`src/rtl/modpm_pkg.sv`:
```
// Package: shared defaults and encodings for the circular post-modify unit.
// Assumes all users take the pointer width from DEF_PTR_W unless overridden.
package modpm_pkg;
    localparam int unsigned DEF_PTR_W      = 16;
    localparam int unsigned DEF_STATUS_W   = 16;
    localparam int unsigned DEF_MODEN_BIT  = 7;
    localparam int unsigned DEF_WORD_BYTES = 2;
    localparam int unsigned NUM_BOUNDS     = 2;

    // Index of each bound register; also the value of the write select.
    typedef enum logic {
        BND_START = 1'b0,
        BND_END   = 1'b1
    } bound_sel_e;

    typedef enum logic {
        ACC_SINGLE = 1'b0,
        ACC_DOUBLE = 1'b1
    } acc_size_e;

    typedef enum logic {
        STEP_UP   = 1'b0,
        STEP_DOWN = 1'b1
    } step_dir_e;
endpackage

```
`src/rtl/modpm_bound_regs.sv`:
```
// Module: modpm_bound_regs
// Holds the start and end bound registers of the circular buffer.
// Assumes writes arrive one per cycle; the select indexes bound_sel_e.
// Reset is synchronous, active low, and clears every bound to zero.
module modpm_bound_regs
    import modpm_pkg::*;
#(
    parameter int unsigned PTR_W = DEF_PTR_W
) (
    input  logic             clk,
    input  logic             rst_n,
    input  logic             wr_en,
    input  logic             wr_sel,
    input  logic [PTR_W-1:0] wr_data,
    output logic [PTR_W-1:0] start_q,
    output logic [PTR_W-1:0] end_q
);
    logic [PTR_W-1:0] bnd_q [NUM_BOUNDS];

    for (genvar gi = 0; gi < NUM_BOUNDS; gi++) begin : g_bnd
        // Purpose: load this bound when it is the selected write target.
        always_ff @(posedge clk) begin
            if (!rst_n) begin
                bnd_q[gi] <= '0;
            end else if (wr_en && (wr_sel == gi[0])) begin
                bnd_q[gi] <= wr_data;
            end
        end
    end

    assign start_q = bnd_q[BND_START];
    assign end_q   = bnd_q[BND_END];
endmodule

```
`src/rtl/modpm_step_gen.sv`:
```
// Module: modpm_step_gen
// Produces the signed pointer adjustment, as a two's-complement value
// of pointer width, from the access size and the direction.
// Assumes a double access covers exactly two words.
module modpm_step_gen
    import modpm_pkg::*;
#(
    parameter int unsigned PTR_W      = DEF_PTR_W,
    parameter int unsigned WORD_BYTES = DEF_WORD_BYTES
) (
    input  logic             acc_dbl,
    input  logic             dir_dec,
    output logic [PTR_W-1:0] delta
);
    localparam logic [PTR_W-1:0] STEP_ONE = PTR_W'(WORD_BYTES);
    localparam logic [PTR_W-1:0] STEP_TWO = PTR_W'(2 * WORD_BYTES);

    logic [PTR_W-1:0] magnitude;

    // Purpose: choose the step magnitude from the access size.
    always_comb begin
        magnitude = (acc_dbl == ACC_DOUBLE) ? STEP_TWO : STEP_ONE;
    end

    // Purpose: negate the magnitude for a downward step.
    always_comb begin
        delta = (dir_dec == STEP_DOWN) ? (~magnitude + 1'b1) : magnitude;
    end
endmodule

```
`src/rtl/modpm_next_sel.sv`:
```
// Module: modpm_next_sel
// Chooses between the linear next pointer and the start-bound reload.
// Assumes the end-bound test is exact equality on the unmodified pointer.
module modpm_next_sel
    import modpm_pkg::*;
#(
    parameter int unsigned PTR_W = DEF_PTR_W
) (
    input  logic [PTR_W-1:0] ptr_in,
    input  logic [PTR_W-1:0] delta,
    input  logic             circ_on,
    input  logic [PTR_W-1:0] start_b,
    input  logic [PTR_W-1:0] end_b,
    output logic [PTR_W-1:0] ptr_out
);
    logic [PTR_W-1:0] linear_nx;
    logic             hit_end;

    // Purpose: linear pointer update, wrapping modulo 2**PTR_W.
    always_comb begin
        linear_nx = ptr_in + delta;
    end

    // Purpose: detect that the pointer sits on the end bound in circular mode.
    always_comb begin
        hit_end = circ_on && (ptr_in == end_b);
    end

    // Purpose: reload from the start bound on a hit, else take the linear value.
    always_comb begin
        ptr_out = hit_end ? start_b : linear_nx;
    end
endmodule

```
`src/rtl/modpm_addr_unit.sv`:
```
// Module: modpm_addr_unit (top)
// Post-modify address unit with an optional circular mode.
// The access address is the incoming pointer. The next pointer is stepped by
// one or two words, or reloaded from the start bound when circular mode is on
// and the pointer equals the end bound. Assumes the status word is stable for
// the cycle in which it is used.
module modpm_addr_unit
    import modpm_pkg::*;
#(
    parameter int unsigned PTR_W      = DEF_PTR_W,
    parameter int unsigned STATUS_W   = DEF_STATUS_W,
    parameter int unsigned MODEN_BIT  = DEF_MODEN_BIT,
    parameter int unsigned WORD_BYTES = DEF_WORD_BYTES
) (
    input  logic                clk,
    input  logic                rst_n,
    input  logic                cfg_we,
    input  logic                cfg_sel,
    input  logic [PTR_W-1:0]    cfg_wdata,
    input  logic [PTR_W-1:0]    ptr_cur,
    input  logic                acc_dbl,
    input  logic                dir_dec,
    input  logic [STATUS_W-1:0] status_word,
    output logic [PTR_W-1:0]    eff_addr,
    output logic [PTR_W-1:0]    ptr_next
);
    logic [PTR_W-1:0] bnd_start;
    logic [PTR_W-1:0] bnd_end;
    logic [PTR_W-1:0] step_delta;
    logic             circ_on;

    // Purpose: extract the circular-mode enable from the status word.
    always_comb begin
        circ_on = status_word[MODEN_BIT];
    end

    // Purpose: the access always uses the unmodified pointer.
    always_comb begin
        eff_addr = ptr_cur;
    end

    modpm_bound_regs #(.PTR_W(PTR_W)) u_bounds (
        .clk     (clk),
        .rst_n   (rst_n),
        .wr_en   (cfg_we),
        .wr_sel  (cfg_sel),
        .wr_data (cfg_wdata),
        .start_q (bnd_start),
        .end_q   (bnd_end)
    );

    modpm_step_gen #(.PTR_W(PTR_W), .WORD_BYTES(WORD_BYTES)) u_step (
        .acc_dbl (acc_dbl),
        .dir_dec (dir_dec),
        .delta   (step_delta)
    );

    modpm_next_sel #(.PTR_W(PTR_W)) u_sel (
        .ptr_in  (ptr_cur),
        .delta   (step_delta),
        .circ_on (circ_on),
        .start_b (bnd_start),
        .end_b   (bnd_end),
        .ptr_out (ptr_next)
    );
endmodule

```
`config.mk`:
```
export PLATFORM = sky130hd
export DESIGN_NAME = modpm_addr_unit
export DESIGN_NICKNAME = d
export VERILOG_FILES = /design/src/rtl/modpm_pkg.sv /design/src/rtl/modpm_bound_regs.sv /design/src/rtl/modpm_step_gen.sv /design/src/rtl/modpm_next_sel.sv /design/src/rtl/modpm_addr_unit.sv
export SDC_FILE = /design/constraint.sdc
export NUM_CORES = 1
export LEC_CHECK = 0
export ABC_CLOCK_PERIOD_IN_PS = 4130
export BUFFER_PORTS_ARGS = -buffer_cell sky130_fd_sc_hd__buf_2
export CAP_MARGIN = 5
export CORE_MARGIN = 5
export CORE_UTILIZATION = 48
export DETAILED_ROUTE_END_ITERATION = 8
export GPL_ROUTABILITY_DRIVEN = 0
export HOLD_SLACK_MARGIN = 0.12
export MAX_ROUTING_LAYER = met4
export PLACE_DENSITY = 0.77
export RECOVER_POWER = 25
export SKIP_LAST_GASP = 1
export SYNTH_ARGS = -nofsm -noshare
export SYNTH_HDL_FRONTEND = slang
export SYNTH_SLANG_ARGS = --single-unit
```
`constraint.sdc`:
```
create_clock -name clk -period 4.13 [get_ports clk]
set_clock_uncertainty 0.2 [all_clocks]
set_input_delay 0.826 -clock clk [delete_from_list [all_inputs] [get_ports clk]]
set_output_delay 0.826 -clock clk [all_outputs]
set_load 0.01 [all_outputs]
```
==> metrics.yaml, run 1 <==
cells_and_area:
  final_area_um2: 2880
  diodes: 0
  layout.nets: 361
  largest_register_ffs: 32
  area_delta_synth_final_pct: 17.8
  nFillCells: 448
  top_register: "u_bounds.bnd_q"
  drive_gt1_share_pct: 33.1
  top_regs: "u_bounds.bnd_q (32)"
synth:
  syn_area_um2: 2450
  synth_fp_nets: 301
  synth_cells: 232
  yosys.area.top_type: "edfxtp_1"
  synth.area.top_cells: "edfxtp_1, and2_1, ha_1"
  syn_area_per_cell_um2: 10.5
  yosys_warnings: 0
  synth_top_area_share_pct: 39.3
  yosysUniqueCellTypes: 35
  ys_ff_latch: 32
  yosys.cell_count.top_type: "and2_1"
  synth-main-ff-cell: "edfxtp_1"
  synth_commonest_cells: "and2_1, edfxtp_1, xor2_1"
  async_flop_share_pct: 0
  synth_edf_count: 32
  synth_seq_area_share_pct: 39.3
cts:
  post_cts_buffers: 0
  cts_hold_buf: 0
  htree_levels: 2
  clk_pin_slew_ns: 0.07
  clk_path_buf_depth: 2
  numCtsBuffers: 5
  cts.sinks: 32
  cts_tree: "done"
  cts-resized-gates: 0
  root_buffer: "clkbuf_8"
setup_path:
  crit_start: "dir_dec"
  cp.arrival_ns: 2.89
  end_kind: "primary output"
  crit_type: "in -> out"
  crit_required_ns: 3.10
  critPathLaunchType: "input port"
  crit_fanout: 3
drt:
  vias: 1897
  viasPerCell: 5.23
  drt_pre_antenna_iters: 4
  drtAntennaViolNets: 0
  wl_um: 5700
  drt_drc_violations_left: 0
  wl_per_cell_um: 15.7
  drt-initial-drc-count: 78
sta:
  rsz0062_at_grt: "false"
  max_freq_ghz: 0.255
  slew_headroom_pct: 37.6
  setup_violations: 0
  worstMarginPinSlew_ns: 0.937
  maxSlewViolCount: 0
  timing.setup.tns_ns: 0
  whs_ns: 0.626
  finalCritPeriodShare_pct: 94.8
  setup_ws_ns: 0.216
  period_needed_ns: 3.91
  hold_viol_final: 0
global_routing:
  gr-total-overflow: 0
  grt_max_degree: 17
  grt_pass1_wl_um: 9210
  track_usage_pct: 19.0
  antenna_found_initial: 0
  grt_pass1_vias: 2002
floorplan:
  die_area_um2: 6620
  num_rows: 26
  fp.coreArea_um2: 5040
  start_util_pct: 48.5
  die_h_um: 81.4
  die_w_um: 81.4
  io_pins: 86
run:
  cap_violations: 0
min_path:
  min_from: "cfg_wdata[14]"
  worstHoldPathType: "in -> reg"
placement:
  postPlaceCellArea_um2: 2770
  dpl.hpwl_um: 4430
  pre_cts_slack_ns: 0.0675
  numPortBuffers: 70
power:
  power_uw: 974
  leakage_uw: 0.00133
  powerDensity_nw_per_um2: 338
  ir_drop_v: 0.000253
run_status:
  status: "finished clean"
## kinds of logic after synthesis
kind of cell,count (synthesis),share of synthesized area (%)
simple gates,74,17.1
compound gates,43,11.1
fa+ha+maj,15,7.98
flops,32,39.3
mux,13,7.57
buf+inv,28,7.31
xor+xnor,27,9.67
## worst max-delay path, cell delays in order
cell       delay (ns)
buf_2            0.13
or2_2            0.31
fa_1             0.45
nand3_1          0.16
a2111oi_2        0.09
nor2_1           0.24
nor2b_1          0.21
xnor2_1          0.08
mux2_4           0.26
buf_2            0.14
## layout make-up
cell class	count	area, um2	area share, %
Inverter	6	22.5	0.782
Sequential cell	32	961	33.3
Clock inverter	3	42.5	1.48
Multi-Input combinational cell	172	1320	45.8
Timing Repair Buffer	75	379	13.2
Tap cell	70	87.6	3.04
Clock buffer	5	68.8	2.39
## per-stage QoR
stage / util (%) / std cells
after detailed placement: 54.8 / 355
final: 57.1 / 363
after global placement: 54.8 / 355
after floorplan: - / 232
after CTS: 57.0 / 363
after global routing: 57.1 / 363
## cells in the final DEF (no fill, tap or decap), types with 2 or more instances in the layout
| cell type | instances |
|---|---|
| buf_2 | 69 |
| xor2_1 | 18 |
| clkbuf_1 | 3 |
| and2_1 | 21 |
| mux2_4 | 11 |
| inv_1 | 6 |
| and3_1 | 5 |
| and2_0 | 12 |
| buf_4 | 3 |
| edfxtp_1 | 32 |
| nand3_1 | 2 |
| nand2_1 | 10 |
| nor3b_1 | 2 |
| a211oi_1 | 2 |
| o21ai_0 | 13 |
| a2111oi_0 | 2 |
| nor3_1 | 2 |
| nand4_1 | 3 |
| o21bai_1 | 2 |
| nor2b_1 | 2 |
| a21oi_1 | 11 |
| ha_1 | 14 |
| o21a_1 | 2 |
| mux2i_1 | 2 |
| nor4_1 | 3 |
| clkbuf_8 | 5 |
| nor2_1 | 9 |
| a21o_1 | 5 |
| xnor2_1 | 9 |
## power by group
part           total, uW  internal, uW  switching (uW)
logic                283           134             149
registers            396           386            9.96
clock network        296           178             117
total                974           698             276
## final timing paths
kind | slack (ns) | end | cells after the start
worst max-delay path | 0.22 | ptr_next[11] | 10
worst min-delay path | 0.63 | u_bounds.bnd_q[0][14] | 2
## metal layers
| metal | vias to the layer above | GRT usage, % | wire length [um] | part of all wire [%] |
|---|---|---|---|---|
| met4 | 0 | 7.09 | 105 | 1.8 |
| met2 | 51 | 33.4 | 2950 | 52 |
| met1 | 898 | 21.5 | 2410 | 42 |
| met5 | - | - | 0 | 0 |
| met3 | 10 | 3.10 | 238 | 4.2 |
| li1 | 938 | - | - | - |
No activity file was read; power rests on OpenSTA's default activity.
==> run 2: changes to the inputs <==
--- a/config.mk
+++ b/config.mk
@@ -8,13 +8,12 @@
 export ABC_CLOCK_PERIOD_IN_PS = 4130
 export BUFFER_PORTS_ARGS = -buffer_cell sky130_fd_sc_hd__buf_2
 export CAP_MARGIN = 5
-export CORE_MARGIN = 5
-export CORE_UTILIZATION = 48
+export CORE_UTILIZATION = 40
 export DETAILED_ROUTE_END_ITERATION = 8
 export GPL_ROUTABILITY_DRIVEN = 0
 export HOLD_SLACK_MARGIN = 0.12
 export MAX_ROUTING_LAYER = met4
-export PLACE_DENSITY = 0.77
+export PLACE_DENSITY = 0.66
 export RECOVER_POWER = 25
 export SKIP_LAST_GASP = 1
 export SYNTH_ARGS = -nofsm -noshare
==> run 2 against run 1 <==
Against the previous run: critical path depth unchanged; clock power shrank 24%; critical path type unchanged; via count down 2.4%; utilization shrank 8.6 points; highest routed layer unchanged.
==> metrics.yaml, run 2 (synthesis results as in run 1) <==
run_status:
  status: "finished clean"  # unchanged
sta:
  finalCritPeriodShare_pct: 95.4  # was 94.8%
  period_needed_ns: 3.94  # was 3.91 ns
  slew_headroom_pct: 37.2  # was 37.6%
  worstMarginPinSlew_ns: 0.942  # was 0.937 ns
  hold_viol_final: 0  # unchanged
  setup_violations: 0  # unchanged
  rsz0062_at_grt: "false"  # unchanged
  timing.setup.tns_ns: 0  # unchanged
  max_freq_ghz: 0.254  # was 0.255 GHz
  maxSlewViolCount: 0  # unchanged
cells_and_area:
  regArea_um2: 961  # unchanged
  drive_gt1_share_pct: 33.3  # was 33.1%
  top_regs: "u_bounds.bnd_q (32)"  # unchanged
  area_delta_synth_final_pct: 17.4  # was 17.8%
  mostFrequentLayoutCells: "buf_2, and2_1, edfxtp_1"  # was buf_2, edfxtp_1, and2_1
  final_cells: 369  # was 363
  diodes: 0  # unchanged
  post-route-util_pct: 48.5  # was 57.1%
  final_area_um2: 2870  # was 2880 um2
  top_register: "u_bounds.bnd_q"  # unchanged
  final_common_cell: "buf_2"  # unchanged
  nFillCells: 541  # was 448
  layout.nets: 362  # was 361
  multi_input_area_um2: 1320  # about the same
  largest_register_ffs: 32  # unchanged
placement:
  numPortBuffers: 70  # unchanged
  dpl.hpwl_um: 4010  # was 4430 um
  postPlaceCellArea_um2: 2780  # was 2770 um2
  place_inst: 361  # was 355
drt:
  wl_per_cell_um: 14.1  # was 15.7 um
  vias: 1852  # was 1,897
  viasPerCell: 5.02  # was 5.23
  drtAntennaViolNets: 0  # unchanged
  wl_um: 5190  # was 5700 um
  drt_drc_violations_left: 0  # unchanged
  drt-initial-drc-count: 74  # was 78
  drt_pre_antenna_iters: 4  # unchanged
power:
  pwr-share-clk_pct: 25.0  # was 30.3%
  p_seq_share_pct: 44.0  # was 40.6%
  leakage_uw: 0.00134  # was 0.00133 uW
  p_comb_share_pct: 31.1  # was 29.0%
  power_uw: 899  # was 974 uW
  ir_drop_v: 0.000212  # was 0.000253 V
  intPower_uw: 635  # was 698 uW
  p_sw_uw: 264  # was 276 uW
  switching_share_pct: 29.4  # was 28.3%
  powerDensity_nw_per_um2: 313  # was 338 nW/um2
floorplan:
  die_w_um: 80.2  # was 81.4 um
  fp.coreArea_um2: 5920  # was 5040 um2
  num_rows: 28  # was 26
  io_pins: 86  # unchanged
  start_util_pct: 41.3  # was 48.5%
  die_area_um2: 6430  # was 6620 um2
  die_h_um: 80.2  # was 81.4 um
setup_path:
  cp.arrival_ns: 2.92  # was 2.89 ns
  critPathLaunchType: "input port"  # unchanged
  crit_required_ns: 3.10  # about the same
  crit_type: "in -> out"  # unchanged
  crit_fanout: 2  # was 3
  end_kind: "primary output"  # unchanged
  crit_start: "acc_dbl"  # was dir_dec
cts:
  numCtsBuffers: 5  # unchanged
  htree_levels: 2  # unchanged
  cts.sinks: 32  # unchanged
  root_buffer: "clkbuf_8"  # unchanged
  clk_pin_slew_ns: 0.06  # was 0.07 ns
  clk_path_buf_depth: 2  # unchanged
  cts_tree: "done"  # unchanged
run:
  cap_violations: 0  # unchanged
min_path:
  worstHoldPathType: "in -> reg"  # unchanged
  hold_depth: 2  # unchanged
  min_from: "cfg_wdata[0]"  # was cfg_wdata[14]
global_routing:
  grt_max_degree: 17  # unchanged
  gr-total-overflow: 0  # unchanged
  track_usage_pct: 17.2  # was 19.0%
  grt_pass1_wl_um: 8140  # was 9210 um
  grt_pass1_vias: 1745  # was 2,002
  antenna_found_initial: 0  # unchanged
-- run 2: cell types whose count changed in the layout (fill, tap and decap cells not counted), sizes merged --
cell      before  now
clkbuf         8    7
bufinv         1    0
buf           72   74
clkinvlp       1    0
clkinv         1    3
-- run 2: timing repair --
item	4_1_cts	5_1_grt
setup buffers	0	0
hold buffers	0	0
setup endpoints to repair	0	1
resized for setup	0	2
-- run 2: worst max-delay path, cell delays in order --
cell,delay [ns]
buf_2,0.11
or2_2,0.32
ha_1,0.31
a211oi_2,0.23
o21ai_0,0.15
a21oi_1,0.23
o21ai_0,0.15
and3_1,0.18
nor3_1,0.23
buf_2,0.17
-- run 2: per-stage QoR --
| step | setup WS (ns) | hold slack (ns) |
|---|---|---|
| 2_1_floorplan | 0.496 | 0.824 |
| 3_3_place_gp | 0.125 | 0.915 |
| 3_5_place_dp | 0.104 | 0.916 |
| 4_1_cts | 0.0962 | 0.628 |
| 5_1_grt | 0.0394 | 0.628 |
| 6_report | 0.188 | 0.632 |
-- run 2: layout make-up --
type | count | area share [%]
Timing Repair Buffer | 76 | 13.6
Inverter | 6 | 0.784
Multi-Input combinational cell | 172 | 46.0
Clock buffer | 5 | 2.40
Sequential cell | 32 | 33.5
Tap cell | 75 | 3.27
Clock inverter | 3 | 0.479
-- run 2: power groups by stage --
stage / clock network, uW / logic (uW) / registers [uW]
finish: 224 / 279 / 395
global route: 241 / 309 / 398
CTS: 227 / 280 / 395
detailed placement: 0 / 277 / 402
global placement: 0 / 275 / 401
floorplan: 0 / 192 / 400
-- run 2: per-layer routing --
metal / routed length [um] / part of all wire, % / GRT usage [%]
met5: 0 / 0 / -
met4: 39 / 0.75 / 4.82
met3: 171 / 3.3 / 2.16
met2: 2570 / 50 / 29.1
met1: 2400 / 46 / 21.6
-- run 2: path summary, 6_finish.rpt --
check / slack [ns] / end
hold / removal: 0.63 / u_bounds.bnd_q[1][0]
setup / recovery: 0.19 / ptr_next[14]
